File: src/rtl/cond_alu_pkg.sv
package cond_alu_pkg;
  typedef struct packed {
    logic clr;
    logic flip;
  } prep_ctl_t;

  typedef struct packed {
    logic sum_sel;
    logic flip_out;
  } post_ctl_t;
endpackage

File: src/rtl/alu_operand_prep.sv
module alu_operand_prep
  import cond_alu_pkg::*;
#(
  parameter int W = 16
) (
  input  logic [W-1:0] raw,
  input  prep_ctl_t    ctl,
  output logic [W-1:0] cond
);
  logic [W-1:0] cleared;

  always_comb begin
    cleared = ctl.clr ? '0 : raw;
    cond    = ctl.flip ? ~cleared : cleared;
  end

  always_comb begin
    if (ctl.clr && ctl.flip)
      AST_CLR_THEN_FLIP: assert (&cond) else $error("clear must precede invert");
    if (ctl.clr && !ctl.flip)
      AST_CLR_ONLY: assert (cond == '0) else $error("clear failed");
  end
endmodule

File: src/rtl/alu_combine.sv
module alu_combine
  import cond_alu_pkg::*;
#(
  parameter int W = 16
) (
  input  logic [W-1:0] a,
  input  logic [W-1:0] b,
  input  post_ctl_t    ctl,
  output logic [W-1:0] mid
);
  logic [W-1:0] sum_v;
  logic [W-1:0] and_v;

  always_comb begin
    sum_v = a + b;
    and_v = a & b;
    mid   = ctl.sum_sel ? sum_v : and_v;
  end
endmodule

File: src/rtl/alu_finish.sv
module alu_finish
  import cond_alu_pkg::*;
#(
  parameter int W = 16
) (
  input  logic [W-1:0] mid,
  input  post_ctl_t    ctl,
  output logic [W-1:0] res,
  output logic         zr,
  output logic         ng
);
  always_comb begin
    res = ctl.flip_out ? ~mid : mid;
    zr  = ~|res;
    ng  = res[W-1];
  end

  always_comb begin
    if (zr)
      AST_ZERO_NOT_NEG: assert (!ng) else $error("zero and negative both set");
    if (ctl.flip_out && &mid)
      AST_INV_ONES: assert (zr) else $error("inverted ones not zero");
  end
endmodule

File: src/rtl/cond_alu.sv
module cond_alu
  import cond_alu_pkg::*;
#(
  parameter int W = 16
) (
  input  logic [W-1:0] opa,
  input  logic [W-1:0] opb,
  input  logic         clr_a,
  input  logic         flip_a,
  input  logic         clr_b,
  input  logic         flip_b,
  input  logic         sum_sel,
  input  logic         flip_out,
  output logic [W-1:0] result,
  output logic         is_zero,
  output logic         is_neg
);
  localparam int NOPS = 2;

  logic [W-1:0] raw_ops  [NOPS];
  logic [W-1:0] cond_ops [NOPS];
  prep_ctl_t    prep_ctl [NOPS];
  post_ctl_t    post_ctl;
  logic [W-1:0] mid;

  always_comb begin
    raw_ops[0]  = opa;
    raw_ops[1]  = opb;
    prep_ctl[0] = '{clr: clr_a, flip: flip_a};
    prep_ctl[1] = '{clr: clr_b, flip: flip_b};
    post_ctl    = '{sum_sel: sum_sel, flip_out: flip_out};
  end

  for (genvar g = 0; g < NOPS; g++) begin : g_prep
    alu_operand_prep #(.W(W)) u_prep (
      .raw  (raw_ops[g]),
      .ctl  (prep_ctl[g]),
      .cond (cond_ops[g])
    );
  end

  alu_combine #(.W(W)) u_comb (
    .a   (cond_ops[0]),
    .b   (cond_ops[1]),
    .ctl (post_ctl),
    .mid (mid)
  );

  alu_finish #(.W(W)) u_fin (
    .mid (mid),
    .ctl (post_ctl),
    .res (result),
    .zr  (is_zero),
    .ng  (is_neg)
  );

  logic [5:0] code;
  logic [W-1:0] diff_ab;
  logic [W-1:0] diff_ba;
  logic [W-1:0] add_ab;
  always_comb begin
    code    = {clr_a, flip_a, clr_b, flip_b, sum_sel, flip_out};
    diff_ab = opa - opb;
    diff_ba = opb - opa;
    add_ab  = opa + opb;
    if (code == 6'b010011)
      AST_SUB_AB: assert (result == diff_ab) else $error("a-b wrong");
    if (code == 6'b000111)
      AST_SUB_BA: assert (result == diff_ba) else $error("b-a wrong");
    if (code == 6'b000010)
      AST_ADD_AB: assert (result == add_ab) else $error("a+b wrong");
    if (code == 6'b111010)
      AST_CONST_M1: assert (&result) else $error("-1 wrong");
  end
endmodule

File: config.mk
export PLATFORM = sky130hd
export DESIGN_NAME = cond_alu
export DESIGN_NICKNAME = d
export VERILOG_FILES = /design/src/rtl/cond_alu_pkg.sv /design/src/rtl/alu_operand_prep.sv /design/src/rtl/alu_combine.sv /design/src/rtl/alu_finish.sv /design/src/rtl/cond_alu.sv
export SDC_FILE = /design/constraint.sdc
export NUM_CORES = 1
export LEC_CHECK = 0
export ABC_AREA = 0
export BUFFER_PORTS_ARGS = -buffer_cell sky130_fd_sc_hd__buf_2
export CORE_UTILIZATION = 55
export DETAILED_ROUTE_END_ITERATION = 6
export GPL_TIMING_DRIVEN = 0
export PLACE_DENSITY = 0.95
export SLEW_MARGIN = 20
export SYNTH_ARGS = -nofsm -noshare
export SYNTH_HDL_FRONTEND = slang
export SYNTH_SLANG_ARGS = --single-unit
File: constraint.sdc
create_clock -name vclk -period 7
set_input_delay 1.75 -clock vclk [all_inputs]
set_output_delay 1.75 -clock vclk [all_outputs]
set_load 0.01 [all_outputs]
Word level (Yosys, flattened, before mapping)
Cells that the tools add are included.
- add/subtract/negate cells: 1
- mux-type cells: 6
- bitwise logic cells: 4
- reduce and logical (&&, ||, !) cells: 2
- operators with widths (cell ; number):
    2-to-1 mux 16 bit ; 6
    inverter 16 bit ; 3
    adder 16 bit ; 1
    AND 16 bit ; 1
    OR reduction 16 bit ; 1
    logical NOT 1 bit ; 1
- register bits after elaboration: 0
- input port bits: 38
- output and inout port bits: 18
- word-level logic and storage cells: 13

Logic depth before layout (Yosys ltp)
Gate-level depths: netlist of run 1.
- word-level depth: 9
- gate-level depth with buffers: 13
- gate-level depth less buffers: 12

Modules after synthesis
A second synthesis of run 1 with hierarchy kept.
- cell total of the unflattened synthesis: 235
- area, all modules: 2108.3 um^2
- by module, submodules not included (module ; instances ; cells an instance ; area an instance (um^2) ; seq. area each (um^2)):
    alu_combine ; 1 ; 133 ; 978.4 ; 0.0
    alu_operand_prep ; 2 ; 35 ; 432.9 ; 0.0
    alu_finish ; 1 ; 32 ; 264.0 ; 0.0

Worst setup path after synthesis of run 1
No wires, ideal clock.
- path type: input to output
- start: in flip_a
- end: out is_zero
- data arrival time: 5026 ps
- data required time: 5250 ps
- path slack: 224 ps
- stages on the path: 12
- buffers on the path: 2
- cells stage by stage: clkbuf_1 > buf_1 > xnor2_1 > fa_1 > a21o_2 > a211oi_1 > a21oi_1 > mux2i_1 > xnor2_1 > or4_1 > or3_1 > nor4_2
- word-level cells in the longest chain between the ends: 7
- elaborated cells on any way between the ends: 8
- classes of those cells: add/sub (1); mux (3); bitwise (2); reduce/logical (2)
- ends and longest elaborated chain (what ; line ; text):
    from (decl) ; cond_alu.sv:9 ; input logic flip_a,
    2-to-1 mux 16 bit (*) ; alu_operand_prep.sv:14 ; cond = ctl.flip ? ~cleared : cleared;
    adder 16 bit or AND 16 bit (tied branches) ; alu_combine.sv:15, alu_combine.sv:16 ;
    2-to-1 mux 16 bit (*) ; alu_combine.sv:17 ; mid = ctl.sum_sel ? sum_v : and_v;
    inverter 16 bit ; alu_finish.sv:13 ; res = ctl.flip_out ? ~mid : mid;
    2-to-1 mux 16 bit (*) ; alu_finish.sv:13 ;
    named net result[4] ; cond_alu.sv:14 ; output logic [W-1:0] result,
    OR reduction 16 bit (*) ; alu_finish.sv:14 ; zr = ~|res;
    logical NOT 1 bit (*) ; alu_finish.sv:14 ;
    to (decl) ; cond_alu.sv:15 ; output logic is_zero,
Mark *: on every way through the listed nets, which the timed path passes. The rest lies on a longest branch.

Worst setup path in the final report of run 1
- start: in clr_a
- end: out is_zero
- word-level cells in the longest chain between the ends: 9
- elaborated cells on any way between the ends: 10
- classes of those cells: add/sub (1); mux (4); bitwise (3); reduce/logical (2)
- ends and longest elaborated chain (what ; line ; text):
    from (decl) ; cond_alu.sv:8 ; input logic clr_a,
    2-to-1 mux 16 bit (*) ; alu_operand_prep.sv:13 ; cleared = ctl.clr ? '0 : raw;
    inverter 16 bit ; alu_operand_prep.sv:14 ;
    2-to-1 mux 16 bit (*) ; alu_operand_prep.sv:14 ;
    adder 16 bit or AND 16 bit (tied branches) ; alu_combine.sv:15, alu_combine.sv:16 ;
    2-to-1 mux 16 bit (*) ; alu_combine.sv:17 ;
    inverter 16 bit ; alu_finish.sv:13 ;
    2-to-1 mux 16 bit (*) ; alu_finish.sv:13 ;
    OR reduction 16 bit (*) ; alu_finish.sv:14 ;
    logical NOT 1 bit (*) ; alu_finish.sv:14 ;
Every way passes the cells marked *; elsewhere a longest branch is shown, timed or not.

==> flow_summary.toml, run 1 <==
[outcome]
outcome = "finished, violations left"
violations = "DRC"

[setup_path]
path_cells = "buf_2 > clkbuf_1 > nand2b_1 > xnor2_1 > fa_1 > a211o_2 > a21o_1 > o211ai_2 > a21oi_1 > o211ai_1 > nor3b_1 > mux2i_1 > nor4_2 > buf_2"
slowest_stage = "fa_1"
worstPathArrival_ns = 4.98
max_stage_delay_ns = 0.49
worstSetupStartpointType = "input port"
cp_max_fo = 10
cp_top_family = "compound AO/OA/AOI/OAI gates"
cp-end-kind = "primary output"
criticalPathCategory = "input port to primary output"
startpoint = "clr_a"
cp_common_cell = "buf_2"
cp.buffers_inverters = 3
worstPathRequired_ns = 5.25

[timing]
min_period_over_period = 0.961
tightest_slew_ns = 0.550
period_minus_slack_ns = 6.73
whs_ns = 3.87
fmax_mhz = 149
slew_headroom = 0.634
drv_slew = 0
setup_viol = 0
setup_slack_ns = 0.270
rsz0062_at_grt = "no"
hold_violations = 0

[power_and_ir_drop]
pwr-share-clk = 0
p_int_mw = 0.151
peakVddDrop_mv = 0.0622
p_seq_frac = 0
power.density_nw_per_um2 = 157
switching_share = 0.535
combPwrFrac = 1.000
p_sw_mw = 0.174
power.leakage_nw = 0.908

[floorplanning]
initial_utilization = 0.578
die_w_um = 58.4
dieArea_um2 = 3410
core-area_um2 = 3030
ioPinCount = 56
num_rows = 20
die_h_um = 58.4

[logic_synthesis]
yosysTopAreaCell = "xnor2_1"
syn_area_um2 = 1750
muxShareOfSynthArea = 0.0693
ys_warn_count = 0
synth_area_leaders = "xnor2_1 28%, ha_1 11%, nand2b_1 11%, mux2i_1 6.3%, a21oi_1 3.7%"
synth_compound_area_frac = 0.207
yosysSeqAreaShare = 0
synth_common_cells = "55 x xnor2_1, 32 x nand2b_1, 16 x ha_1, 13 x a21oi_1, 13 x nand2_1"
yosysMostFrequentCell = "xnor2_1"
postSynthAreaPerCell_um2 = 7.39
synth_top_family_by_area = "XOR/XNOR gates"
yosysTopAreaCellShare = 0.275
synthAdderAreaFrac = 0.126
ys_types = 48
syn_nets = 292
postSynthCellCount = 237
synthSimpleGateAreaFrac = 0.270
synthXorXnorAreaFrac = 0.285

[final_layout]
multi_input_area_um2 = 1680
layout.area.seq_um2 = 0
seq_cell_count = 0
layout.nets = 346
syn_to_final_growth_pct = 18.6
clkbuf_count = 0
num-fill-cells = 266
final_cells = 333
drive_gt1_frac = 0.242
antenna_cells = 0

[routing]
dr.first_iter.drc_count = 55
wl_per_cell_um = 12.4
vias = 1826
drc = 1
dr.pass1.iters = 6
wl_um = 4110
vias_per_cell = 5.48
drtAntennaViolNets = 0

[global_routing]
grt_pass1_vias = 1559
grt_pass1_wl_um = 6850
overflow = 0
grt_max_degree = 11
antenna_found_initial = 0
grt_usage = 0.246

[placement]
numPortBuffers = 52
dpl_worst_slack_ns = -0.197
dp_hpwl_um = 3560
place_inst = 333
gp_congestion = 0.906

[clocking]
cts_hold_buf = 0
cts_resized = 2
post-cts-setup-buffer-count = 0

[worst_hold_path]
hold_path_class = "input port to primary output"
min-delay-start = "flip_out"

[job]
drv_cap = 0
final cells by class:
| cell class | instances | share of cell area |
|---|---|---|
| multi-input cells | 219 | 0.807 |
| inverters | 4 | 0.00723 |
| plain buffers | 14 | 0.0338 |
| well taps | 44 | 0.0265 |
| repair buffers | 52 | 0.125 |
path summary, 6_finish.rpt:
| kind | endpoint | depth (start not counted) |
|---|---|---|
| worst min-delay path | result[1] | 3 |
| worst max-delay path | is_zero | 14 |
tightest hold or removal path, stage by stage:
cell and delay [ns]:
buf_2 0.14, xnor2_1 0.09, buf_2 0.13
power by group through the flow:
stage / sequential (mW) / clock, mW / combinational (mW)
after floorplan: 0 / 0 / 0.243
after global placement: 0 / 0 / 0.310
after detailed placement: 0 / 0 / 0.321
after CTS: 0 / 0 / 0.322
after global routing: 0 / 0 / 0.358
final: 0 / 0 / 0.325
per-layer routing:
metal | wire length, um | global-route usage | up-vias
li1 | - | - | 944
met1 | 1870 | 0.337 | 810
met2 | 2000 | 0.448 | 66
met3 | 202 | 0.00220 | 6
met4 | 41 | 0.0238 | 0
met5 | 0 | 0 | -
layout by cell type, fill, tap and decap left out, types with 6 or more instances in the layout:
cell and instances:
nor2_1 7, nor3_1 7, nand2_1 13, nand2b_1 32
buf_2 55, ha_1 16, xnor2_1 55, a21o_1 6
mux2i_1 11, a21oi_1 13, o21ai_0 7, a211oi_1 6
metrics by stage:
step,utilization,cell area [um^2],TNS (ns),power (mW)
after floorplan,-,1750,0,0.243
after global placement,0.682,2070,-0.110,0.310
after detailed placement,0.682,2070,-0.197,0.321
after CTS,0.683,2070,0,0.322
after global routing,0.686,2080,0,0.358
final,0.686,2080,0,0.325
cells by family (layout without fill, tap and decap cells):
| kind of cell | after synthesis | count (layout) |
|---|---|---|
| and+or+nand+nor | 82 | 82 |
| xor gates and xnor gates | 57 | 57 |
| AOI/OAI and AO/OA | 51 | 51 |
| buffers and inverters | 18 | 70 |
| adders and majority gates | 17 | 17 |
| muxes | 12 | 12 |
Note: power is estimated with default switching activity, not from simulation.
==> inputs of run 2 (changes only) <==
--- a/config.mk
+++ b/config.mk
@@ -7,10 +7,10 @@
 export LEC_CHECK = 0
 export ABC_AREA = 0
 export BUFFER_PORTS_ARGS = -buffer_cell sky130_fd_sc_hd__buf_2
-export CORE_UTILIZATION = 55
+export CORE_UTILIZATION = 45
 export DETAILED_ROUTE_END_ITERATION = 6
 export GPL_TIMING_DRIVEN = 0
-export PLACE_DENSITY = 0.95
+export PLACE_DENSITY = 0.83
 export SLEW_MARGIN = 20
 export SYNTH_ARGS = -nofsm -noshare
 export SYNTH_HDL_FRONTEND = slang
==> constraint.sdc (replaced) <==
create_clock -name vclk -period 6.75
set_input_delay 1.6875 -clock vclk [all_inputs]
set_output_delay 1.6875 -clock vclk [all_outputs]
set_load 0.01 [all_outputs]
==> run 2 against run 1 <==
Largest cell class unchanged. Critical endpoint unchanged. The run now ends clean. Sequential cell count is the same. Worst setup slack lost 0.011 ns. Cell area grew 0.84%. Cell count grew 1.2%.
==> flow_summary.toml, run 2 (same netlist as run 1, synthesis figures left out) <==
[final_layout]
final_common_cell = "buf_2"
seq_cell_count = 0
syn_to_final_growth_pct = 19.6
clkbuf_count = 0
antenna_cells = 0
drive_gt1_frac = 0.253
layout.nets = 346
final_cell_mix = "55 x buf_2, 54 x xnor2_1, 32 x nand2b_1"
layout.area.seq_um2 = 0

[routing]
met2WireLength_um = 1800
vias_per_cell = 5.27
wl_per_cell_um = 11.3
wl_um = 3810
vias = 1777
drtAntennaViolNets = 0
routed.top_layer = "met3"
dr.first_iter.drc_count = 48
dr.pass1.iters = 4
drc = 0
m1WireLength_um = 1810
dr_wl_met3_um = 202

[power_and_ir_drop]
pwr-share-clk = 0
peakVddDrop_mv = 0.0559
p_int_mw = 0.158
p_sw_mw = 0.176
power.density_nw_per_um2 = 159
power.leakage_nw = 0.916
combPwrFrac = 1.000
switching_share = 0.527
p_seq_frac = 0

[placement]
numPortBuffers = 52
dp_hpwl_um = 3350
gp_congestion = 0.841
dpl_worst_slack_ns = -0.307

[clocking]
post-cts-setup-buffer-count = 0
cts_hold_buf = 0

[setup_path]
cp_max_fo = 10
worstPathRequired_ns = 5.06
criticalPathCategory = "input port to primary output"
worstSetupStartpointType = "input port"
cp-end-kind = "primary output"
worstPathArrival_ns = 4.80

[floorplanning]
ioPinCount = 56
die_h_um = 64.4
core-area_um2 = 3690
dieArea_um2 = 4140
num_rows = 22
initial_utilization = 0.475
die_w_um = 64.4

[worst_hold_path]
hold_path_class = "input port to primary output"

[global_routing]
overflow = 0
grt_usage = 0.186
grt_pass1_wl_um = 6520
antenna_found_initial = 0
grt_pass1_vias = 1543
grt_max_degree = 11

[job]
drv_cap = 0

[timing]
slew_headroom = 0.632
setup_slack_ns = 0.259
fmax_mhz = 154
hold_violations = 0
setup_viol = 0
fin_setup_tns_ns = 0
min_period_over_period = 0.962
period_minus_slack_ns = 6.49
tightest_slew_ns = 0.551
drv_slew = 0

[outcome]
outcome = "finished, final reports clean"
-- run 2: what timing repair did --
action / 4_1_cts / 5_1_grt
setup endpoints to repair: 3 / 1
resized for setup: 4 / 8
pin swaps: 0 / 0
-- run 2: final timing paths --
path                  from   endpoint  depth (start not counted)
hold / removal    flip_out  result[0]                          3
setup / recovery     clr_b    is_zero                         14
-- run 2: critical path, stage by stage --
cell      delay, ns
buf_2          0.13
clkbuf_1       0.17
nand2b_1       0.22
xnor2_2        0.18
fa_1           0.46
a211o_2        0.33
a21o_1         0.19
o211ai_2       0.21
a211oi_1       0.14
o2111a_1       0.26
nor3_2         0.28
mux2i_1        0.13
nor4_2         0.27
buf_2          0.17
-- run 2: final cells by class --
type / count / area, um^2
Multi-Input combinational cell: 219 / 1690
Fill cell: 360 / 1600
Timing Repair Buffer: 52 / 260
Buffer: 14 / 71.3
Tap cell: 48 / 60.1
Inverter: 4 / 15.0
-- run 2: layer usage --
metal / vias up / track usage
met5: - / 0
met4: 0 / 0.00556
met3: 0 / 0.0143
met2: 50 / 0.324
met1: 791 / 0.260
li1: 936 / -
-- run 2: through the flow --
stage	cells	hold slack (ns)	area, um^2	util	total power [mW]
after floorplan	237	3.64	1750	-	0.252
after global placement	337	3.75	2070	0.561	0.324
after detailed placement	337	3.75	2070	0.561	0.331
after CTS	337	3.75	2080	0.563	0.332
after global routing	337	3.78	2090	0.568	0.370
final	337	3.75	2090	0.568	0.334
-- run 2: power by group through the flow --
stage                     sequential [mW]  clock, mW  combinational, mW
final                                   0          0              0.334
after floorplan                         0          0              0.252
after detailed placement                0          0              0.331
after global routing                    0          0              0.370
after global placement                  0          0              0.324
after CTS                               0          0              0.332
==> inputs of run 3 (changes only) <==
--- a/config.mk
+++ b/config.mk
@@ -7,10 +7,10 @@
 export LEC_CHECK = 0
 export ABC_AREA = 0
 export BUFFER_PORTS_ARGS = -buffer_cell sky130_fd_sc_hd__buf_2
-export CORE_UTILIZATION = 45
+export CORE_UTILIZATION = 52
 export DETAILED_ROUTE_END_ITERATION = 6
 export GPL_TIMING_DRIVEN = 0
-export PLACE_DENSITY = 0.83
+export PLACE_DENSITY = 0.87
 export SLEW_MARGIN = 20
 export SYNTH_ARGS = -nofsm -noshare
 export SYNTH_HDL_FRONTEND = slang
==> run 3 against run 2 <==
Sequential share of layout area did not move. Non-clock buffer count down 1. Die area down 13%. Sequential cell count unchanged. Clock-buffer cell count unchanged.
==> flow_summary.toml, run 3 (same netlist as run 1, synthesis figures left out) <==
[floorplanning]
die_w_um = 60.0
ioPinCount = 56
core-area_um2 = 3130
initial_utilization = 0.560
dieArea_um2 = 3600
die_h_um = 60.0
num_rows = 20

[final_layout]
seq_cell_count = 0
drive_gt1_frac = 0.243
layout.area.seq_um2 = 0
syn_to_final_growth_pct = 18.4
layout.nets = 345
antenna_cells = 0
clkbuf_count = 0
final_cell_mix = "55 x xnor2_1, 55 x buf_2, 32 x nand2b_1"

[power_and_ir_drop]
peakVddDrop_mv = 0.0656
power.leakage_nw = 0.907
power.density_nw_per_um2 = 161

[setup_path]
worstSetupStartpointType = "input port"
worst-path-stages = 14
slowest_stage = "fa_1"
path_cells = "buf_2 > nand2b_1 > xnor2_1 > ha_1 > fa_1 > a211o_2 > a21o_1 > o211ai_2 > a211oi_1 > o2111a_1 > nor3_2 > mux2i_1 > nor4_2 > buf_2"
cp_common_cell = "buf_2"
worstPathArrival_ns = 4.86
criticalPathCategory = "input port to primary output"
cp_max_fo = 16
cp-end-kind = "primary output"
cp_top_family = "compound AO/OA/AOI/OAI gates"
max_stage_delay_ns = 0.45
worstPathRequired_ns = 5.06
cp.buffers_inverters = 2

[routing]
wl_um = 3900
vias = 1768
dr.first_iter.drc_count = 59
routed.top_layer = "met3"
met2WireLength_um = 1810
wl_per_cell_um = 11.7
drtAntennaViolNets = 0
vias_per_cell = 5.33
m1WireLength_um = 1930
dr_wl_met3_um = 158
drc = 0
dr.pass1.iters = 4

[global_routing]
grt_pass1_wl_um = 6440
grt_usage = 0.223
overflow = 0
grt_max_degree = 11
antenna_found_initial = 0
grt_pass1_vias = 1505

[worst_hold_path]
hold_path_end = "result[0]"
min-delay-start = "flip_out"
hold_path_class = "input port to primary output"
holdPathStages = 3

[placement]
dpl_worst_slack_ns = -0.316
dp_hpwl_um = 3380
numPortBuffers = 52
gp_congestion = 0.890

[timing]
drv_slew = 0
setup_slack_ns = 0.207
tightest_slew_ns = 0.533
setup_viol = 0
slew_headroom = 0.645
period_minus_slack_ns = 6.54
hold_violations = 0
fin_setup_tns_ns = 0
fmax_mhz = 153
rsz0062_at_grt = "no"
min_period_over_period = 0.969

[clocking]
post-cts-setup-buffer-count = 0
cts_hold_buf = 0
cts_resized = 3

[job]
drv_cap = 0

[outcome]
outcome = "finished, final reports clean"
[run 3: worst min-delay path, delay by kind of cell]
kind | cells | cell delay (ns)
xor gates and xnor gates | 1 | 0.09
buffers and inverters | 2 | 0.27
[run 3: layout make-up]
cell class	instances	area (um^2)
inverters	4	15.0
multi-input cells	219	1680
fillers	309	1060
plain buffers	13	66.3
repair buffers	52	260
well taps	44	55.1
[run 3: power breakdown]
group	switching, mW	internal (mW)
registers	0	0
clock network	0	0
logic	0.176	0.157
[run 3: how the worst max path moves through the flow]
stage / from / to / slack (ns)
global route: clr_b / is_zero / 0.03
floorplan: flip_a / is_zero / 0.1
global placement: flip_a / is_zero / -0.28
detailed placement: flip_a / is_zero / -0.32
finish: clr_a / is_zero / 0.21
CTS: flip_b / is_zero / 0.002
[run 3: through the flow]
| stage | cell area [um^2] | hold WS, ns | util | total power, mW | instances |
|---|---|---|---|---|---|
| floorplan | 1750 | 3.64 | - | 0.252 | 237 |
| global placement | 2070 | 3.74 | 0.660 | 0.323 | 333 |
| detailed placement | 2070 | 3.74 | 0.660 | 0.330 | 333 |
| CTS | 2070 | 3.75 | 0.662 | 0.331 | 333 |
| global route | 2070 | 3.78 | 0.662 | 0.370 | 332 |
| finish | 2070 | 3.74 | 0.662 | 0.333 | 332 |
[run 3: metal layers]
metal,track usage,vias up
met5,0,-
met4,0.00664,0
met3,0,0
met2,0.386,50
met1,0.325,781
li1,-,937
